--- src/rtl/m1553_pkg.sv ---
// Shared encodings for the 1553 word encoder.
// Assumes: err_kind values outside the enum behave as "no fault".
package m1553_pkg;
    typedef enum logic [2:0] {
        ERR_NONE   = 3'd0,
        ERR_PARITY = 3'd1,
        ERR_SYNC   = 3'd2,
        ERR_MANCH  = 3'd3,
        ERR_LONG   = 3'd4,
        ERR_SHORT  = 3'd5
    } err_kind_e;

    localparam int SYNC_HALVES = 6;
endpackage

--- src/rtl/m1553_half_timer.sv ---
// Half-bit timer: counts HALF_CYCLES clocks while run is high and flags
// the last cycle of each half-bit. Assumes: HALF_CYCLES >= 1.
module m1553_half_timer #(
    parameter int HALF_CYCLES = 50
) (
    input  logic clk,
    input  logic rst_n,
    input  logic run,
    output logic tick
);
    localparam int CNT_W = (HALF_CYCLES > 1) ? $clog2(HALF_CYCLES) : 1;
    localparam logic [CNT_W-1:0] LAST = CNT_W'(HALF_CYCLES - 1);

    logic [CNT_W-1:0] cnt;

    // Count within a half-bit, hold at zero while idle.
    always_ff @(posedge clk) begin
        if (!rst_n || !run)
            cnt <= '0;
        else if (cnt == LAST)
            cnt <= '0;
        else
            cnt <= cnt + 1'b1;
    end

    assign tick = run && (cnt == LAST);

    AST_CNT_RANGE: assert property (@(posedge clk) disable iff (!rst_n)
        int'(cnt) < HALF_CYCLES);
endmodule

--- src/rtl/m1553_frame_build.sv ---
// Frame builder: turns word, sync type and fault descriptor into the list of
// half-bit levels (index 0 goes out first) and the frame length in half-bits.
// Purely combinational. Assumes: MAX_EXTRA >= 1.
module m1553_frame_build
    import m1553_pkg::*;
#(
    parameter int DATA_W     = 16,
    parameter int MAX_EXTRA  = 3,
    parameter int ARG_W      = 5,
    parameter int MAX_HALVES = 46,
    parameter int LEN_W      = 6
) (
    input  logic [DATA_W-1:0]     data,
    input  logic                  sync_cmd,
    input  logic [2:0]            err_kind,
    input  logic [ARG_W-1:0]      err_arg,
    output logic [MAX_HALVES-1:0] levels,
    output logic [LEN_W-1:0]      len
);
    localparam int WORD_BITS   = DATA_W + 1;
    localparam int SEQ_BITS    = WORD_BITS + MAX_EXTRA;
    localparam int BASE_HALVES = SYNC_HALVES + 2 * WORD_BITS;

    logic [SEQ_BITS-1:0] seq;
    logic                par;
    logic                sync_hi;
    logic                cnt_ok;
    int                  len_i;

    // Bit sequence in send order: data MSB first, parity, then extra ones.
    always_comb begin
        par = ~(^data) ^ (err_kind == ERR_PARITY);
        for (int k = 0; k < SEQ_BITS; k++) begin
            if (k < DATA_W)
                seq[k] = data[DATA_W-1-k];
            else if (k == DATA_W)
                seq[k] = par;
            else
                seq[k] = 1'b1;
        end
    end

    // Half-bit levels: sync field followed by Manchester pairs.
    always_comb begin
        sync_hi = sync_cmd ^ (err_kind == ERR_SYNC);
        levels  = '0;
        for (int h = 0; h < SYNC_HALVES / 2; h++) begin
            levels[h]                   = sync_hi;
            levels[h + SYNC_HALVES / 2] = ~sync_hi;
        end
        for (int k = 0; k < SEQ_BITS; k++) begin
            levels[SYNC_HALVES + 2*k]     = seq[k];
            levels[SYNC_HALVES + 2*k + 1] =
                ((err_kind == ERR_MANCH) && (int'(err_arg) == k)) ? seq[k] : ~seq[k];
        end
    end

    // Frame length, stretched or cut by a valid bit-count fault.
    always_comb begin
        cnt_ok = (err_arg != '0) && (int'(err_arg) <= MAX_EXTRA);
        len_i  = BASE_HALVES;
        if (cnt_ok && err_kind == ERR_LONG)
            len_i = BASE_HALVES + 2 * int'(err_arg);
        else if (cnt_ok && err_kind == ERR_SHORT)
            len_i = BASE_HALVES - 2 * int'(err_arg);
        len = LEN_W'(len_i);
    end
endmodule

--- src/rtl/m1553_serializer.sv ---
// Serializer: captures a built frame on an accepted start and steps through
// its half-bit levels on each timer tick. Starts arriving while busy are
// dropped. Assumes: len_in >= 1.
module m1553_serializer #(
    parameter int MAX_HALVES = 46,
    parameter int LEN_W      = 6
) (
    input  logic                  clk,
    input  logic                  rst_n,
    input  logic                  start,
    input  logic                  tick,
    input  logic [MAX_HALVES-1:0] levels_in,
    input  logic [LEN_W-1:0]      len_in,
    output logic                  busy,
    output logic                  done,
    output logic                  line
);
    logic [MAX_HALVES-1:0] lv_q;
    logic [LEN_W-1:0]      len_q;
    logic [LEN_W-1:0]      pos;
    logic                  last;

    assign last = (pos == len_q - 1'b1);

    // Frame capture, half-bit stepping and end-of-frame pulse.
    always_ff @(posedge clk) begin
        if (!rst_n) begin
            lv_q  <= '0;
            len_q <= '0;
            pos   <= '0;
            busy  <= 1'b0;
            done  <= 1'b0;
        end else begin
            done <= 1'b0;
            if (!busy) begin
                if (start) begin
                    lv_q  <= levels_in;
                    len_q <= len_in;
                    pos   <= '0;
                    busy  <= 1'b1;
                end
            end else if (tick) begin
                if (last) begin
                    busy <= 1'b0;
                    done <= 1'b1;
                end else begin
                    pos <= pos + 1'b1;
                end
            end
        end
    end

    assign line = lv_q[pos];

    AST_POS_IN_FRAME: assert property (@(posedge clk) disable iff (!rst_n)
        busy |-> (pos < len_q));
    AST_DONE_SINGLE: assert property (@(posedge clk) disable iff (!rst_n)
        done |=> !done);
    AST_DONE_ENDS_BUSY: assert property (@(posedge clk) disable iff (!rst_n)
        done |-> (!busy && $past(busy)));
    AST_START_IGNORED: assert property (@(posedge clk) disable iff (!rst_n)
        (busy && start && !tick) |=> (busy && $stable(len_q) && $stable(lv_q)));
endmodule

--- src/rtl/m1553_tx_encoder.sv ---
// MIL-STD-1553 word encoder with fault injection (top). Builds the frame
// from the inputs sampled with start, then drives complementary Manchester
// levels with tx_en. Assumes: inputs are held only in the start cycle.
module m1553_tx_encoder
    import m1553_pkg::*;
#(
    parameter int DATA_W      = 16,
    parameter int HALF_CYCLES = 50,
    parameter int MAX_EXTRA   = 3,
    parameter int ARG_W       = $clog2(DATA_W + 1 + MAX_EXTRA)
) (
    input  logic              clk,
    input  logic              rst_n,
    input  logic              start,
    input  logic [DATA_W-1:0] word,
    input  logic              sync_cmd,
    input  logic [2:0]        err_kind,
    input  logic [ARG_W-1:0]  err_arg,
    output logic              tx_p,
    output logic              tx_n,
    output logic              tx_en,
    output logic              busy,
    output logic              done
);
    localparam int WORD_BITS   = DATA_W + 1;
    localparam int BASE_HALVES = SYNC_HALVES + 2 * WORD_BITS;
    localparam int MAX_HALVES  = BASE_HALVES + 2 * MAX_EXTRA;
    localparam int MIN_HALVES  = BASE_HALVES - 2 * MAX_EXTRA;
    localparam int LEN_W       = $clog2(MAX_HALVES + 1);

    logic [MAX_HALVES-1:0] frame_lv;
    logic [LEN_W-1:0]      frame_len;
    logic                  tick;
    logic                  line;

    m1553_frame_build #(
        .DATA_W(DATA_W), .MAX_EXTRA(MAX_EXTRA), .ARG_W(ARG_W),
        .MAX_HALVES(MAX_HALVES), .LEN_W(LEN_W)
    ) u_build (
        .data(word), .sync_cmd(sync_cmd), .err_kind(err_kind),
        .err_arg(err_arg), .levels(frame_lv), .len(frame_len)
    );

    m1553_half_timer #(.HALF_CYCLES(HALF_CYCLES)) u_timer (
        .clk(clk), .rst_n(rst_n), .run(busy), .tick(tick)
    );

    m1553_serializer #(.MAX_HALVES(MAX_HALVES), .LEN_W(LEN_W)) u_ser (
        .clk(clk), .rst_n(rst_n), .start(start), .tick(tick),
        .levels_in(frame_lv), .len_in(frame_len),
        .busy(busy), .done(done), .line(line)
    );

    assign tx_en = busy;
    assign tx_p  = busy & line;
    assign tx_n  = busy & ~line;

    AST_IDLE_QUIET: assert property (@(posedge clk) disable iff (!rst_n)
        !tx_en |-> (!tx_p && !tx_n));
    AST_HALF_HOLD: assert property (@(posedge clk) disable iff (!rst_n)
        (tx_en && !tick) |=> $stable(tx_p));
    AST_LEN_LIMITS: assert property (@(posedge clk) disable iff (!rst_n)
        (int'(frame_len) >= MIN_HALVES) && (int'(frame_len) <= MAX_HALVES));
endmodule

--- config.mk ---
export PLATFORM = sky130hd
export DESIGN_NAME = m1553_tx_encoder
export DESIGN_NICKNAME = d
export VERILOG_FILES = /design/src/rtl/m1553_pkg.sv /design/src/rtl/m1553_half_timer.sv /design/src/rtl/m1553_frame_build.sv /design/src/rtl/m1553_serializer.sv /design/src/rtl/m1553_tx_encoder.sv
export SDC_FILE = /design/constraint.sdc
export NUM_CORES = 1
export LEC_CHECK = 0
export CAP_MARGIN = 30
export CELL_PAD_IN_SITES_DETAIL_PLACEMENT = 0
export CELL_PAD_IN_SITES_GLOBAL_PLACEMENT = 1
export CORE_MARGIN = 1
export CORE_UTILIZATION = 48
export CTS_CLUSTER_DIAMETER = 150
export CTS_CLUSTER_SIZE = 30
export DETAILED_ROUTE_END_ITERATION = 7
export DONT_BUFFER_PORTS = 1
export PLACE_DENSITY = 0.75
export SLEW_MARGIN = 0
export SYNTH_ARGS = -nofsm -noshare
export SYNTH_HDL_FRONTEND = slang
export SYNTH_SLANG_ARGS = --single-unit
--- constraint.sdc ---
create_clock -name clk -period 3.2 [get_ports clk]
set_input_delay 0.96 -clock clk [delete_from_list [all_inputs] [get_ports clk]]
set_output_delay 0.96 -clock clk [all_outputs]
set_load 0.02 [all_outputs]
==> results of run 1 <==
## routing by layer
layer | routed length [um] | share of wire | up-vias | track usage
li1 | - | - | 1347 | -
met1 | 3690 | 0.48 | 1205 | 0.291
met2 | 3700 | 0.48 | 43 | 0.380
met3 | 246 | 0.032 | 8 | 0.0486
met4 | 89 | 0.012 | 0 | 0.0773
met5 | 0 | 0 | - | 0
## area by class of cell
cell class              count  area share
clock buffers              12      0.0434
clock inverters             4      0.0250
inverters                  12      0.0118
multi-input cells         311       0.553
flip-flops and latches     59       0.313
well taps                  96      0.0316
repair buffers              9      0.0220
## repair_timing
| action | 4_1_cts | 5_1_grt |
|---|---|---|
| endpoints found under the setup margin | 2 | 2 |
| pin swaps | 1 | 2 |
| buffers inserted | 3 | 0 |
| gates resized for setup | 9 | 3 |
| cloned | 0 | 0 |
| hold buffers | 0 | 0 |
## worst max path at each step
stage           end  slack [ns]  cells after the start
2_1_floorplan  tx_n        0.24                      6
3_3_place_gp   tx_n         0.1                      7
3_5_place_dp   tx_n        0.08                      7
4_1_cts        tx_n        -0.1                      5
5_1_grt        tx_n       -0.13                      5
6_report       tx_n       -0.05                      5
## state kept, by name (all words and copies together) (netlist names)
| signal | flops |
|---|---|
| u_ser.busy | 1 |
| u_ser.done | 1 |
| u_ser.len_q | 5 |
| u_ser.lv_q | 40 |
| u_ser.pos | 6 |
| u_timer.cnt | 6 |
## kinds of logic after synthesis
kind of cell | after synthesis | synth area share
AO/OA/AOI/OAI | 80 | 0.154
XOR/XNOR | 47 | 0.125
adder cells (fa/ha/maj) | 12 | 0.0440
buffers and inverters | 36 | 0.0448
flip-flops | 59 | 0.346
multiplexers | 14 | 0.0719
AND/OR/NAND/NOR | 158 | 0.215
## stage by stage
stage / setup TNS [ns] / power, mW / cell area [um^2] / std cells / utilization
floorplan: 0 / 0.983 / 3410 / 406 / -
global placement: 0 / 1.02 / 3480 / 484 / 0.510
detailed placement: 0 / 1.02 / 3480 / 484 / 0.510
CTS: -0.186 / 1.91 / 3790 / 503 / 0.555
global route: -0.251 / 1.96 / 3800 / 503 / 0.557
finish: -0.0988 / 1.88 / 3800 / 503 / 0.557
## placed cells by master (no fill, tap or decap), drive strengths merged, types with 2 or more instances in the layout
cell type  synthesis  layout
nand2             67      67
a21oi             14      14
ha                12      12
a22oi              3       3
bufinv             0       3
inv               12      12
a211oi             5       5
xnor2             25      25
mux2i              5       5
o211a              2       2
o31ai              2       2
o211ai             2       2
and2              20      20
dfxtp             59      59
o21ai             24      24
a32oi              4       4
nor2b             11      11
mux4               8       8
a21boi            18      18
nor2              36      36
nand3              4       4
nor3               2       2
clkbuf            16      12
buf                8       9
xor2              21      21
a2111oi            2       2
nand3b             3       3
nor3b              2       2
nand2b             7       7
nand4              2       2
or2                2       2
## power breakdown
group	total [mW]	internal, mW	leakage (nW)	switching [mW]
logic	0.214	0.108	0.800	0.107
registers	0.791	0.767	0.484	0.0243
clock network	0.878	0.580	0.133	0.298
total	1.88	1.45	1.42	0.430
## worst max-delay path, cell delays in order (launching register included)
cell,delay (ns)
dfxtp_4,0.38
mux4_2,0.49
mux4_2,0.46
or2_0,0.22
a32oi_2,0.20
and2_4,0.21
==> metrics, run 1 <==
run status finished, violations left; failing checks setup timing; critical path class flop to output pin; Yosys top cell area share 0.346; hold_sp u_ser.lv_q[10]; layout cells sized above 1 0.106; Mapped Area 3410 um^2; # diodes 0; antenna-violating nets left 0; first-pass GRT wire length 12700 um; register area share after synthesis 0.346; DRT iter0 DRCs 113; Die Ht 86.3 um; grt ovf 0; maximum net fanout on the critical path 3; clock transition at the registers of the reported paths 0.06 ns; H-tree Lvls 3; worst hold path depth 2; CTS sink cnt 59; Syn Inst Count 406; fin crit period 3.25 ns; filler instances 676; largest net degree at the start of global routing 52; reg2reg path depth 8; Pins Over Slew Limit 0; row count 30; Setup WS pre-CTS 0.0802 ns; hold worst-path end u_ser.lv_q[10]; top post-synthesis cells by count nand2_1, dfxtp_1, nor2_1; Crit Reg-Reg Endpoint u_ser.pos[5]; final net count 442; WHS 0.463 ns; pwr/cell area 495 nW/um^2; number of global-route vias before repair 2533; routed length per placed instance 15.4 um; ys async rst share 0; max cap viols 0; Tot GR Track Use 0.227; total CTS buffers 9; Root Buffer clkbuf_8; crit path capture type output pin; die width 86.3 um; Die ar. 7450 um^2; Static Leak 1.42 nW; register area 1190 um^2; fin crit share 1.02; FF-to-FF Start u_ser.len_q[1]; Cell variety after synth 44; Area Overhead vs Synth 11.5%; EDFF count, synth 0; Routed WL 7730 um; worst-margin pin slew 0.748 ns; Ys Warns 0; crit path launch u_ser.pos[0]; routed vias/inst 5.17; critical path launch point type flop; min-delay worst type flop to flop; # port buffers 0; Final WS setup -0.0545 ns; WP data arrival 2.29 ns; Fmax achieved 307 MHz; ys flop type dfxtp_1; FF+latch count, synth 59; post-synth top area cell dfxtp_1; final-report setup violation count 2; R2R Setup Slk 0.88 ns; dpl hpwl 5530 um; CTS tree done; count leader, synth nand2_1; synth top area cells dfxtp_1, nand2_1, xnor2_1; via count 2603; worst-skew pair later-pin latency 0.34 ns; Avg Cell Area, Syn 8.40 um^2; # IOs 33; Max Root-Sink Buffers 2; slew margin rel. 0.497; Clock Skews 0.00697 ns; WP data required 2.24 ns; antenna violations before repair 0; Initial Util 0.499; final hold vios 0; area of the multi-input gates 2100 um^2; VDD IR max 0.255 mV; Pre-antenna DRT Iters 4; routability cong. 0.820; Residual DRC 0; syn_nets 446; core area 6830 um^2; RSZ-0062 raised after global routing true
No activity file was read; power rests on OpenSTA's default activity.
==> run 2, diff against run 1 <==
--- a/config.mk
+++ b/config.mk
@@ -14,7 +14,8 @@
 export CTS_CLUSTER_SIZE = 30
 export DETAILED_ROUTE_END_ITERATION = 7
 export DONT_BUFFER_PORTS = 1
-export PLACE_DENSITY = 0.75
+export PLACE_DENSITY = 0.83
+export SKIP_CTS_REPAIR_TIMING = 1
 export SLEW_MARGIN = 0
 export SYNTH_ARGS = -nofsm -noshare
 export SYNTH_HDL_FRONTEND = slang
==> run 2 against run 1 <==
Net effect:
- the flow still finishes with violations (setup timing)
- clock power increased by 6.2%
- clock skew is 0.0017 ns higher
- setup slack worse by 0.012 ns
==> metrics, run 2 (synthesis results as in run 1) <==
Switch Pwr 422 uW (-1.7%); first-pass GRT wire length 12700 um (+0.32%); R2R Setup Slk 0.86 ns (-0.02 ns); total CTS buffers 9 (unchanged); # IOs 33 (unchanged); min-delay worst type flop to flop; critical path class flop to output pin; Tot GR Track Use 0.225 (-0.00161); fin crit share 1.02 (+0.00382); RSZ-0062 raised after global routing true; combinational share of power 0.109 (-0.005); Static Leak 1.41 nW (-0.56%); pwr/cell area 512 nW/um^2 (+3.3%); max FFs per register 40 (unchanged); H-tree Lvls 3 (unchanged); maximum net fanout on the critical path 4 (+1); antenna-violating nets left 0 (unchanged); routability cong. 0.808 (-1.4%); post-route cell area 3780 um^2 (-0.49%); VDD IR max 0.299 mV (+17%); commonest non-fill, non-tap cell in the layout nand2_1; antenna violations before repair 0 (unchanged); clock transition at the registers of the reported paths 0.07 ns (about the same); max cap viols 0 (unchanged); critical path launch point type flop; final net count 440 (-0.45%); grt ovf 0 (unchanged); layout cells sized above 1 0.0963 (-0.00935); dpl hpwl 5500 um (-0.41%); FF-to-FF Start u_ser.len_q[1]; Net Sw Frac 0.218 (-0.00981); core area 6830 um^2 (unchanged); Clock Skews 0.00863 ns (+0.00166 ns); registers with the most flip-flops u_ser.lv_q: 40 flops, u_ser.pos: 6 flops, u_timer.cnt: 6 flops; Placed Cells 485 (+0.21%); Area Overhead vs Synth 10.9%; Int Pwr 1.51 mW (+4.1%); # diodes 0 (unchanged); routed length per placed instance 15.2 um (-1.1%); Initial Util 0.499 (unchanged); Setup WS pre-CTS 0.0852 ns (+0.00501 ns); Crit Reg-Reg Endpoint u_ser.pos[5]; WP data required 2.24 ns (about the same); failing checks setup timing; fin crit period 3.27 ns (+0.0122 ns); WP data arrival 2.31 ns (+0.02 ns); Fmax achieved 306 MHz (-0.37%); DRT iter0 DRCs 147 (+30%); # port buffers 0 (unchanged); CTS tree done; hold_sp u_ser.lv_q[36]; slew margin rel. 0.414 (-0.0836); sequential power share 0.410 (-0.010); Final WS setup -0.0667 ns (-0.0122 ns); Area after DPL 3480 um^2 (-0.14%); Largest Register u_ser.lv_q; Pre-antenna DRT Iters 4 (unchanged); most frequent cells in the layout nand2_1, dfxtp_1, nor2_1; Routed WL 7620 um (-1.5%); via count 2615 (+0.46%); Max Root-Sink Buffers 2 (unchanged); filler instances 663 (-1.9%); number of global-route vias before repair 2591 (+2.3%); final hold vios 0 (unchanged); final total power 1.94 mW (+2.8%); WHS 0.466 ns (+0.00250 ns); largest net degree at the start of global routing 52 (unchanged); Die ar. 7450 um^2 (unchanged); die width 86.3 um (unchanged); worst-margin pin slew 0.877 ns (+0.130 ns); worst hold path depth 2 (unchanged); final-report setup violation count 2 (unchanged); worst-skew pair later-pin latency 0.34 ns (about the same); hold worst-path end u_ser.lv_q[36]; post-route insts no fill 501 (-0.40%); run status finished, violations left; Root Buffer clkbuf_8; crit path capture type output pin; Residual DRC 0 (unchanged); row count 30 (unchanged); Pins Over Slew Limit 0 (unchanged); Die Ht 86.3 um (unchanged); Clock power frac 0.481 (+0.015); CTS sink cnt 59 (unchanged); routed vias/inst 5.22 (+0.86%); reg2reg path depth 8 (unchanged)
run 2: cell types whose count changed in the layout (fill, tap and decap cells not counted), sizes merged:
cell    before  now
buf          9    7
bufinv       3    4
clkinv       1    0
run 2: layer usage:
metal,vias up,track usage,wire length [um]
met5,-,0,0
met4,0,0.0636,116
met3,10,0.0695,356
met2,53,0.363,3570
met1,1203,0.293,3580
li1,1349,-,-
run 2: final cells by class:
type                            count  area, um^2  share of cell area
Tap cell                           96         120              0.0317
Multi-Input combinational cell    311        2100               0.554
Inverter                           12        45.0              0.0119
Sequential cell                    59        1190               0.313
Clock buffer                       12         155              0.0410
Clock inverter                      4         120              0.0317
Timing Repair Buffer                7        60.1              0.0159
run 2: how the worst max path moves through the flow:
| stage | start | endpoint | slack (ns) | cells after the start |
|---|---|---|---|---|
| floorplan | u_ser.pos[0] | tx_n | 0.24 | 6 |
| global placement | u_ser.pos[0] | tx_n | 0.11 | 7 |
| detailed placement | u_ser.pos[0] | tx_n | 0.09 | 7 |
| CTS | u_ser.pos[0] | tx_n | -0.29 | 7 |
| global route | u_ser.pos[0] | tx_n | -0.15 | 5 |
| finish | u_ser.pos[0] | tx_n | -0.07 | 5 |
run 2: power by group through the flow:
stage	clock [mW]	combinational [mW]	sequential [mW]
global placement	0	0.207	0.810
CTS	0.949	0.209	0.795
finish	0.932	0.210	0.794
detailed placement	0	0.208	0.811
floorplan	0	0.183	0.799
global route	0.987	0.235	0.797
run 2: per-stage QoR:
step / TNS (ns) / util
final: -0.0728 / 0.554
after global placement: 0 / 0.509
after CTS: -0.451 / 0.549
after floorplan: 0 / -
after detailed placement: 0 / 0.509
after global routing: -0.244 / 0.554
run 2: worst max-delay path: stages, from the launching register on:
cell and delay, ns:
dfxtp_4 0.38, mux4_2 0.49, mux4_2 0.47, or2_0 0.22, a32oi_2 0.21, and2_4 0.21
